### src/rtl/irqc_pkg.sv
// Shared types and helpers for the leveled interrupt controller.
// Assumes 3-bit levels and 3-bit priorities; rank is a 4-bit scale on which
// programmed priority p sits at 2p and the hardwired midpoint sits at 7.
package irqc_pkg;

    localparam int LVL_W  = 3;
    localparam int PRI_W  = 3;
    localparam int RANK_W = PRI_W + 1;
    localparam int REG_W  = 8;
    localparam int CODE_W = 4;

    typedef struct packed {
        logic [LVL_W-1:0] lvl;
        logic [PRI_W-1:0] pri;
    } ctl_t;

    // Map a source's priority to its position on the doubled rank scale.
    function automatic logic [RANK_W-1:0] rank_of(input logic fixed_src,
                                                  input logic [PRI_W-1:0] pri);
        return fixed_src ? RANK_W'(7) : {pri, 1'b0};
    endfunction

endpackage

### src/rtl/irqc_regfile.sv
// Control register bank: one level/priority register per source.
// Sources 1..FIXED_SRC are hardwired to level = index, priority 0 and
// ignore writes. Higher sources are flops cleared by reset.
// Assumes FIXED_SRC <= 7 so that the index fits the level field.
module irqc_regfile #(
    parameter int NUM_SRC   = 63,
    parameter int FIXED_SRC = 7,
    parameter int IDX_W     = $clog2(NUM_SRC + 1)
) (
    input  logic                              clk,
    input  logic                              rst_n,
    input  logic                              wr_en,
    input  logic [IDX_W-1:0]                  addr,
    input  logic [irqc_pkg::REG_W-1:0]        wdata,
    output logic [irqc_pkg::REG_W-1:0]        rdata,
    output irqc_pkg::ctl_t [NUM_SRC:1]        ctl_o
);
    import irqc_pkg::*;

    localparam int RSV_W = REG_W - LVL_W - PRI_W;

    for (genvar s = 1; s <= NUM_SRC; s++) begin : g_src
        if (s <= FIXED_SRC) begin : g_fixed
            assign ctl_o[s] = ctl_t'({LVL_W'(s), PRI_W'(0)});
        end else begin : g_prog
            ctl_t ctl_q;
            // Hold the programmed level/priority; load on an address match.
            always_ff @(posedge clk) begin
                if (!rst_n) begin
                    ctl_q <= '0;
                end else if (wr_en && addr == IDX_W'(s)) begin
                    ctl_q <= ctl_t'(wdata[LVL_W+PRI_W-1:0]);
                end
            end
            assign ctl_o[s] = ctl_q;
        end
    end

    // Read mux: reserved bits and unmatched addresses return zero.
    always_comb begin
        rdata = '0;
        for (int s = 1; s <= NUM_SRC; s++) begin
            if (addr == IDX_W'(s)) begin
                rdata = {RSV_W'(0), ctl_o[s]};
            end
        end
    end

endmodule

### src/rtl/irqc_arbiter.sv
// Combinational priority search over pending sources.
// Key = {level, rank}; a strictly greater key replaces the current best,
// so equal keys fall to the lower index. Level 0 sources never qualify.
// With filt_en set, only sources at level filt_lvl qualify.
module irqc_arbiter #(
    parameter int NUM_SRC   = 63,
    parameter int FIXED_SRC = 7,
    parameter int IDX_W     = $clog2(NUM_SRC + 1)
) (
    input  irqc_pkg::ctl_t [NUM_SRC:1]        ctl_i,
    input  logic [NUM_SRC:1]                  pend_i,
    input  logic                              filt_en,
    input  logic [irqc_pkg::LVL_W-1:0]        filt_lvl,
    output logic                              found,
    output logic [IDX_W-1:0]                  win_idx,
    output logic [irqc_pkg::LVL_W-1:0]        win_lvl,
    output logic [irqc_pkg::PRI_W-1:0]        win_pri,
    output logic                              win_fixed
);
    import irqc_pkg::*;

    localparam int KEY_W = LVL_W + RANK_W;

    logic [KEY_W-1:0] best_key;

    // Linear scan from the lowest index, keeping the strictly best key.
    always_comb begin
        logic [KEY_W-1:0] key;
        logic             elig;
        found     = 1'b0;
        win_idx   = '0;
        win_lvl   = '0;
        win_pri   = '0;
        win_fixed = 1'b0;
        best_key  = '0;
        for (int s = 1; s <= NUM_SRC; s++) begin
            key  = {ctl_i[s].lvl, rank_of(s <= FIXED_SRC, ctl_i[s].pri)};
            elig = pend_i[s] && (ctl_i[s].lvl != '0)
                   && (!filt_en || ctl_i[s].lvl == filt_lvl);
            if (elig && (!found || key > best_key)) begin
                found     = 1'b1;
                best_key  = key;
                win_idx   = IDX_W'(s);
                win_lvl   = ctl_i[s].lvl;
                win_pri   = ctl_i[s].pri;
                win_fixed = (s <= FIXED_SRC);
            end
        end
    end

endmodule

### src/rtl/irq_level_ctrl.sv
// Leveled interrupt priority controller top.
// Registers request lines into pending bits (masked by enable), drives the
// winning level combinationally, registers the winning index, and captures
// an acknowledge report for a requested level. Requests are level-sensitive.
module irq_level_ctrl #(
    parameter int NUM_SRC   = 63,
    parameter int FIXED_SRC = 7,
    parameter int VEC_BASE  = 64,
    parameter int SPUR_VEC  = 24,
    parameter int IDX_W     = $clog2(NUM_SRC + 1),
    parameter int VEC_W     = 8
) (
    input  logic                         clk,
    input  logic                         rst_n,
    input  logic [NUM_SRC:1]             irq_req,
    input  logic                         reg_wr,
    input  logic [IDX_W-1:0]             reg_addr,
    input  logic [irqc_pkg::REG_W-1:0]   reg_wdata,
    output logic [irqc_pkg::REG_W-1:0]   reg_rdata,
    output logic [irqc_pkg::LVL_W-1:0]   ipl,
    output logic [IDX_W-1:0]             top_src,
    input  logic                         ack_stb,
    input  logic [irqc_pkg::LVL_W-1:0]   ack_lvl,
    output logic [irqc_pkg::LVL_W-1:0]   ack_level,
    output logic [irqc_pkg::CODE_W-1:0]  ack_pri,
    output logic [VEC_W-1:0]             ack_vec
);
    import irqc_pkg::*;

    localparam logic [CODE_W-1:0] MID_CODE = CODE_W'(8);

    ctl_t [NUM_SRC:1]  ctl;
    logic [NUM_SRC:1]  enabled;
    logic [NUM_SRC:1]  pend_q;

    logic              t_found, a_found;
    logic [IDX_W-1:0]  t_idx, a_idx;
    logic [LVL_W-1:0]  t_lvl, a_lvl;
    logic [PRI_W-1:0]  t_pri, a_pri;
    logic              t_fixed, a_fixed;

    logic [IDX_W-1:0]  top_q;
    logic [LVL_W-1:0]  ack_level_q;
    logic [CODE_W-1:0] ack_pri_q;
    logic [VEC_W-1:0]  ack_vec_q;

    irqc_regfile #(
        .NUM_SRC   (NUM_SRC),
        .FIXED_SRC (FIXED_SRC),
        .IDX_W     (IDX_W)
    ) u_regs (
        .clk   (clk),
        .rst_n (rst_n),
        .wr_en (reg_wr),
        .addr  (reg_addr),
        .wdata (reg_wdata),
        .rdata (reg_rdata),
        .ctl_o (ctl)
    );

    for (genvar s = 1; s <= NUM_SRC; s++) begin : g_en
        assign enabled[s] = (ctl[s].lvl != '0);
    end

    // Pending bits follow the request lines, masked by a non-zero level.
    always_ff @(posedge clk) begin
        if (!rst_n) pend_q <= '0;
        else        pend_q <= irq_req & enabled;
    end

    irqc_arbiter #(
        .NUM_SRC   (NUM_SRC),
        .FIXED_SRC (FIXED_SRC),
        .IDX_W     (IDX_W)
    ) u_arb_top (
        .ctl_i     (ctl),
        .pend_i    (pend_q),
        .filt_en   (1'b0),
        .filt_lvl  ('0),
        .found     (t_found),
        .win_idx   (t_idx),
        .win_lvl   (t_lvl),
        .win_pri   (t_pri),
        .win_fixed (t_fixed)
    );

    irqc_arbiter #(
        .NUM_SRC   (NUM_SRC),
        .FIXED_SRC (FIXED_SRC),
        .IDX_W     (IDX_W)
    ) u_arb_ack (
        .ctl_i     (ctl),
        .pend_i    (pend_q),
        .filt_en   (1'b1),
        .filt_lvl  (ack_lvl),
        .found     (a_found),
        .win_idx   (a_idx),
        .win_lvl   (a_lvl),
        .win_pri   (a_pri),
        .win_fixed (a_fixed)
    );

    assign ipl = t_found ? t_lvl : '0;

    // Register the overall winner one cycle behind the level output.
    always_ff @(posedge clk) begin
        if (!rst_n) top_q <= '0;
        else        top_q <= t_found ? t_idx : '0;
    end

    // Capture the acknowledge report, or the spurious answer if none pending.
    always_ff @(posedge clk) begin
        if (!rst_n) begin
            ack_level_q <= '0;
            ack_pri_q   <= '0;
            ack_vec_q   <= VEC_W'(SPUR_VEC);
        end else if (ack_stb) begin
            if (a_found) begin
                ack_level_q <= a_lvl;
                ack_pri_q   <= a_fixed ? MID_CODE : {1'b0, a_pri};
                ack_vec_q   <= VEC_W'(VEC_BASE) + VEC_W'(a_idx);
            end else begin
                ack_level_q <= '0;
                ack_pri_q   <= '0;
                ack_vec_q   <= VEC_W'(SPUR_VEC);
            end
        end
    end

    assign top_src   = top_q;
    assign ack_level = ack_level_q;
    assign ack_pri   = ack_pri_q;
    assign ack_vec   = ack_vec_q;

    // Only the overall winner's index and level are needed from this search.
    logic unused_top;
    assign unused_top = ^{t_pri, t_fixed};

endmodule

### config.mk
export PLATFORM = sky130hd
export DESIGN_NAME = irq_level_ctrl
export DESIGN_NICKNAME = d
export VERILOG_FILES = /design/src/rtl/irqc_pkg.sv /design/src/rtl/irqc_regfile.sv /design/src/rtl/irqc_arbiter.sv /design/src/rtl/irq_level_ctrl.sv
export SDC_FILE = /design/constraint.sdc
export NUM_CORES = 2
export LEC_CHECK = 0
export ABC_AREA = 1
export BUFFER_PORTS_ARGS = -buffer_cell sky130_fd_sc_hd__buf_2
export CAP_MARGIN = 20
export CORE_MARGIN = 5
export CORE_UTILIZATION = 45
export CTS_CLUSTER_DIAMETER = 120
export DETAILED_ROUTE_END_ITERATION = 8
export PLACE_DENSITY = 0.65
export SLEW_MARGIN = 20
export SYNTH_ARGS = -nofsm -noshare
export SYNTH_HDL_FRONTEND = slang
export SYNTH_HIERARCHICAL = 1
export SYNTH_SLANG_ARGS = --single-unit
### constraint.sdc
create_clock -name clk -period 93.1 [get_ports clk]
set_clock_uncertainty 0.15 [all_clocks]
set_input_delay 4.655 -clock clk [delete_from_list [all_inputs] [get_ports clk]]
set_output_delay 4.655 -clock clk [all_outputs]
set_load 0.01 [all_outputs]
==> flow_summary_export.csv <==
group,metric,value,unit
die,initial_core_util,45.4,%
hold_path,hp-class,"flip-flop to flip-flop",
grt,grt_usage,30.6,%
die,rows,134,
sta,setup_ws,7.57,ns
layout,final_util,47.3,%
sta,slew_headroom,16.4,%
yosys,ys_warn_count,6,
routing,dr.pass1.iters,7,
place,gp_congestion,0.984,
setup_path,criticalPathCategory,"flip-flop to output port",
setup_path,startpoint_type,"flip-flop",
routing,drt-wirelength-per-cell,19.6,µm
die,ios,116,
setup_path,max_stage_delay,0.51,ns
clock_tree,cts_hold_buf,0,
setup_path,slowest_stage,"o21ai_0",
routing,num_vias,67600,
yosys,synth.avg_cell_area,6.08,µm²
layout,num-nets-final,10500,
sta,fmax,11.7,MHz
yosys,synth_cells,9969,
setup_path,rr_startpoint,"pend_q[2]",
layout,seqCellArea,0.00839,mm²
run,drv_cap,0,
sta,rsz0062_at_grt,"false",
hold_path,holdCritStartpoint,"ack_vec[6]",
clock_tree,path_clk_slew,0.06,ns
routing,drt_wl_total,230000,µm
place,place_worst_setup_slack,6.73,ns
layout,num-fill-cells,14100,
grt,grt_max_degree,105,
sta,slew_viol_final,0,
die,die_h,377,µm
clock_tree,cts_tree,"built",
grt,grt_overflow_total,0,
outcome,status,"finished clean",
setup_path,regToRegEndpoint,"ack_pri[0]",
sta,worst_pin_slew,1.25,ns
setup_path,rrSetupSlack,12.20,ns
routing,avgViaCountPerCell,5.78,
clock_tree,cts_buffer_depth,3,
sta,post-route-period-util,91.9,%
clock_tree,cts.sinks,419,
routing,drc,0,
routing,ant_nets,0,
setup_path,cp.arrival,80.72,ns
setup_path,cp-end-kind,"output port",
setup_path,cp_common_cell,"nand2_1",
clock_tree,cts-root-buf,"clkbuf_16",
power_and_ir_drop,p_int,439,µW
routing,drt_iter0_drc,7144,
grt,grt_pass1_wl,348000,µm
sta,hold_viol_final,0,
place,hpwl,166000,µm
power_and_ir_drop,max-vdd-ir-drop,0.0156,mV
sta,period_needed,85.53,ns
yosys,synthesis.area,0.0606,mm²
clock_tree,htree_levels,2,
power_and_ir_drop,seq_power_share,24.0,%
die,core_area,0.134,mm²
grt,first_global_vias,60700,
power_and_ir_drop,leakage,0.0313,µW
layout,area_delta_synth_final,4.40,%
grt,antenna_found_initial,9,
power_and_ir_drop,p_per_area,12.2,mW/mm²
sta,finalSetupTns,0,ns
die,die_area,0.142,mm²
layout,layout-drive-gt1-share,13.7,%
setup_path,r2r_cells,603,
clock_tree,cts_buffers,57,
place,io_buffer_count,110,
power_and_ir_drop,power.total,771,µW
power_and_ir_drop,clockPowerShare,31.7,%
power_and_ir_drop,swShare,43.0,%
hold_path,whs_path_depth,2,
power_and_ir_drop,p_comb_share,44.3,%
setup_path,worstPathRequired,88.29,ns
sta,setup_viol,0,
setup_path,worstPathMaxFanout,16,
power_and_ir_drop,p_switching,332,µW
hold_path,min_to,"ack_vec[6]",
die,die_x,377,µm
layout,multi_input_area,0.0458,mm²
clock_tree,worstSkewPairLatency,0.68,ns
power groups by stage:
stage	logic [µW]	registers (µW)	clock network [µW]
detailed placement	325	189	0
CTS	327	185	247
global route	380	185	253
finish	342	185	244
global placement	316	189	0
floorplan	254	188	0
area by class of cell:
type | count | area share, %
Multi-Input combinational cell | 8226 | 72.4
Sequential cell | 419 | 13.3
Inverter | 1029 | 6.29
Tap cell | 1768 | 3.50
Clock buffer | 69 | 2.42
Timing Repair Buffer | 148 | 1.37
Clock inverter | 34 | 0.738
Antenna cell | 8 | 0.0316
metrics by stage:
stage | instance area [µm²] | hold slack [ns] | std cells
final | 63300 | 0.311 | 11700
after detailed placement | 61200 | 0.303 | 11600
after CTS | 63200 | 0.313 | 11700
after global routing | 63300 | 0.341 | 11700
after floorplan | 60800 | 0.334 | 10000
after global placement | 61200 | 0.303 | 11600
metal layers:
metal	GRT usage, %	part of all wire [%]	vias to the layer above
li1	-	-	33000
met1	40.5	42	31300
met2	49.0	44	2834
met3	5.61	9.3	527
met4	12.8	4.6	8
met5	0	0.026	-
worst max-delay path, delay by kind of cell, from the launching register on:
family                   cells  cell delay [ns]
adder cells (fa/ha/maj)     61            19.44
flip-flops                   1             0.34
buffers and inverters       39             3.57
AND/OR/NAND/NOR            409            37.84
AO/OA/AOI/OAI               92            18.63
timing repair:
item | CTS | global route
hold endpoints to repair | 0 | 0
setup endpoints to repair | 0 | 16
gates resized for setup | 0 | 68
setup buffers | 0 | 2
layout by cell type, fill, tap and decap left out, types with 75 or more instances in the layout:
| cell type | n |
|---|---|
| a21oi_1 | 685 |
| buf_2 | 103 |
| dfxtp_1 | 419 |
| ha_1 | 504 |
| inv_1 | 955 |
| nand2_1 | 2293 |
| nand2_2 | 492 |
| nand2_4 | 167 |
| nand3_1 | 927 |
| nand3b_1 | 132 |
| nand4_1 | 175 |
| nor2_1 | 929 |
| nor2_2 | 195 |
| nor3_1 | 87 |
| o21a_1 | 97 |
| o21ai_0 | 677 |
| o21ai_1 | 89 |
| o21bai_1 | 101 |
| or2_2 | 75 |
| xnor2_1 | 163 |
flip-flops by register name, summed over array words and instances, names as in the netlist:
register	count
ack_level	3
ack_pri	4
pend_q	63
u_regs/ctl_o	336
ack_vec	7
top_src	6
worst max path at each step:
stage,from,cells past startpoint,end
6_report,pend_q[2],601,ipl[2]
5_1_grt,ack_lvl[0],626,ack_pri[0]
4_1_cts,ack_lvl[0],599,ack_pri[1]
3_5_place_dp,ack_lvl[0],600,ack_pri[0]
2_1_floorplan,ack_lvl[2],1054,ack_pri[0]
3_3_place_gp,ack_lvl[0],599,ack_pri[1]
Note: power is estimated with default switching activity, not from simulation.
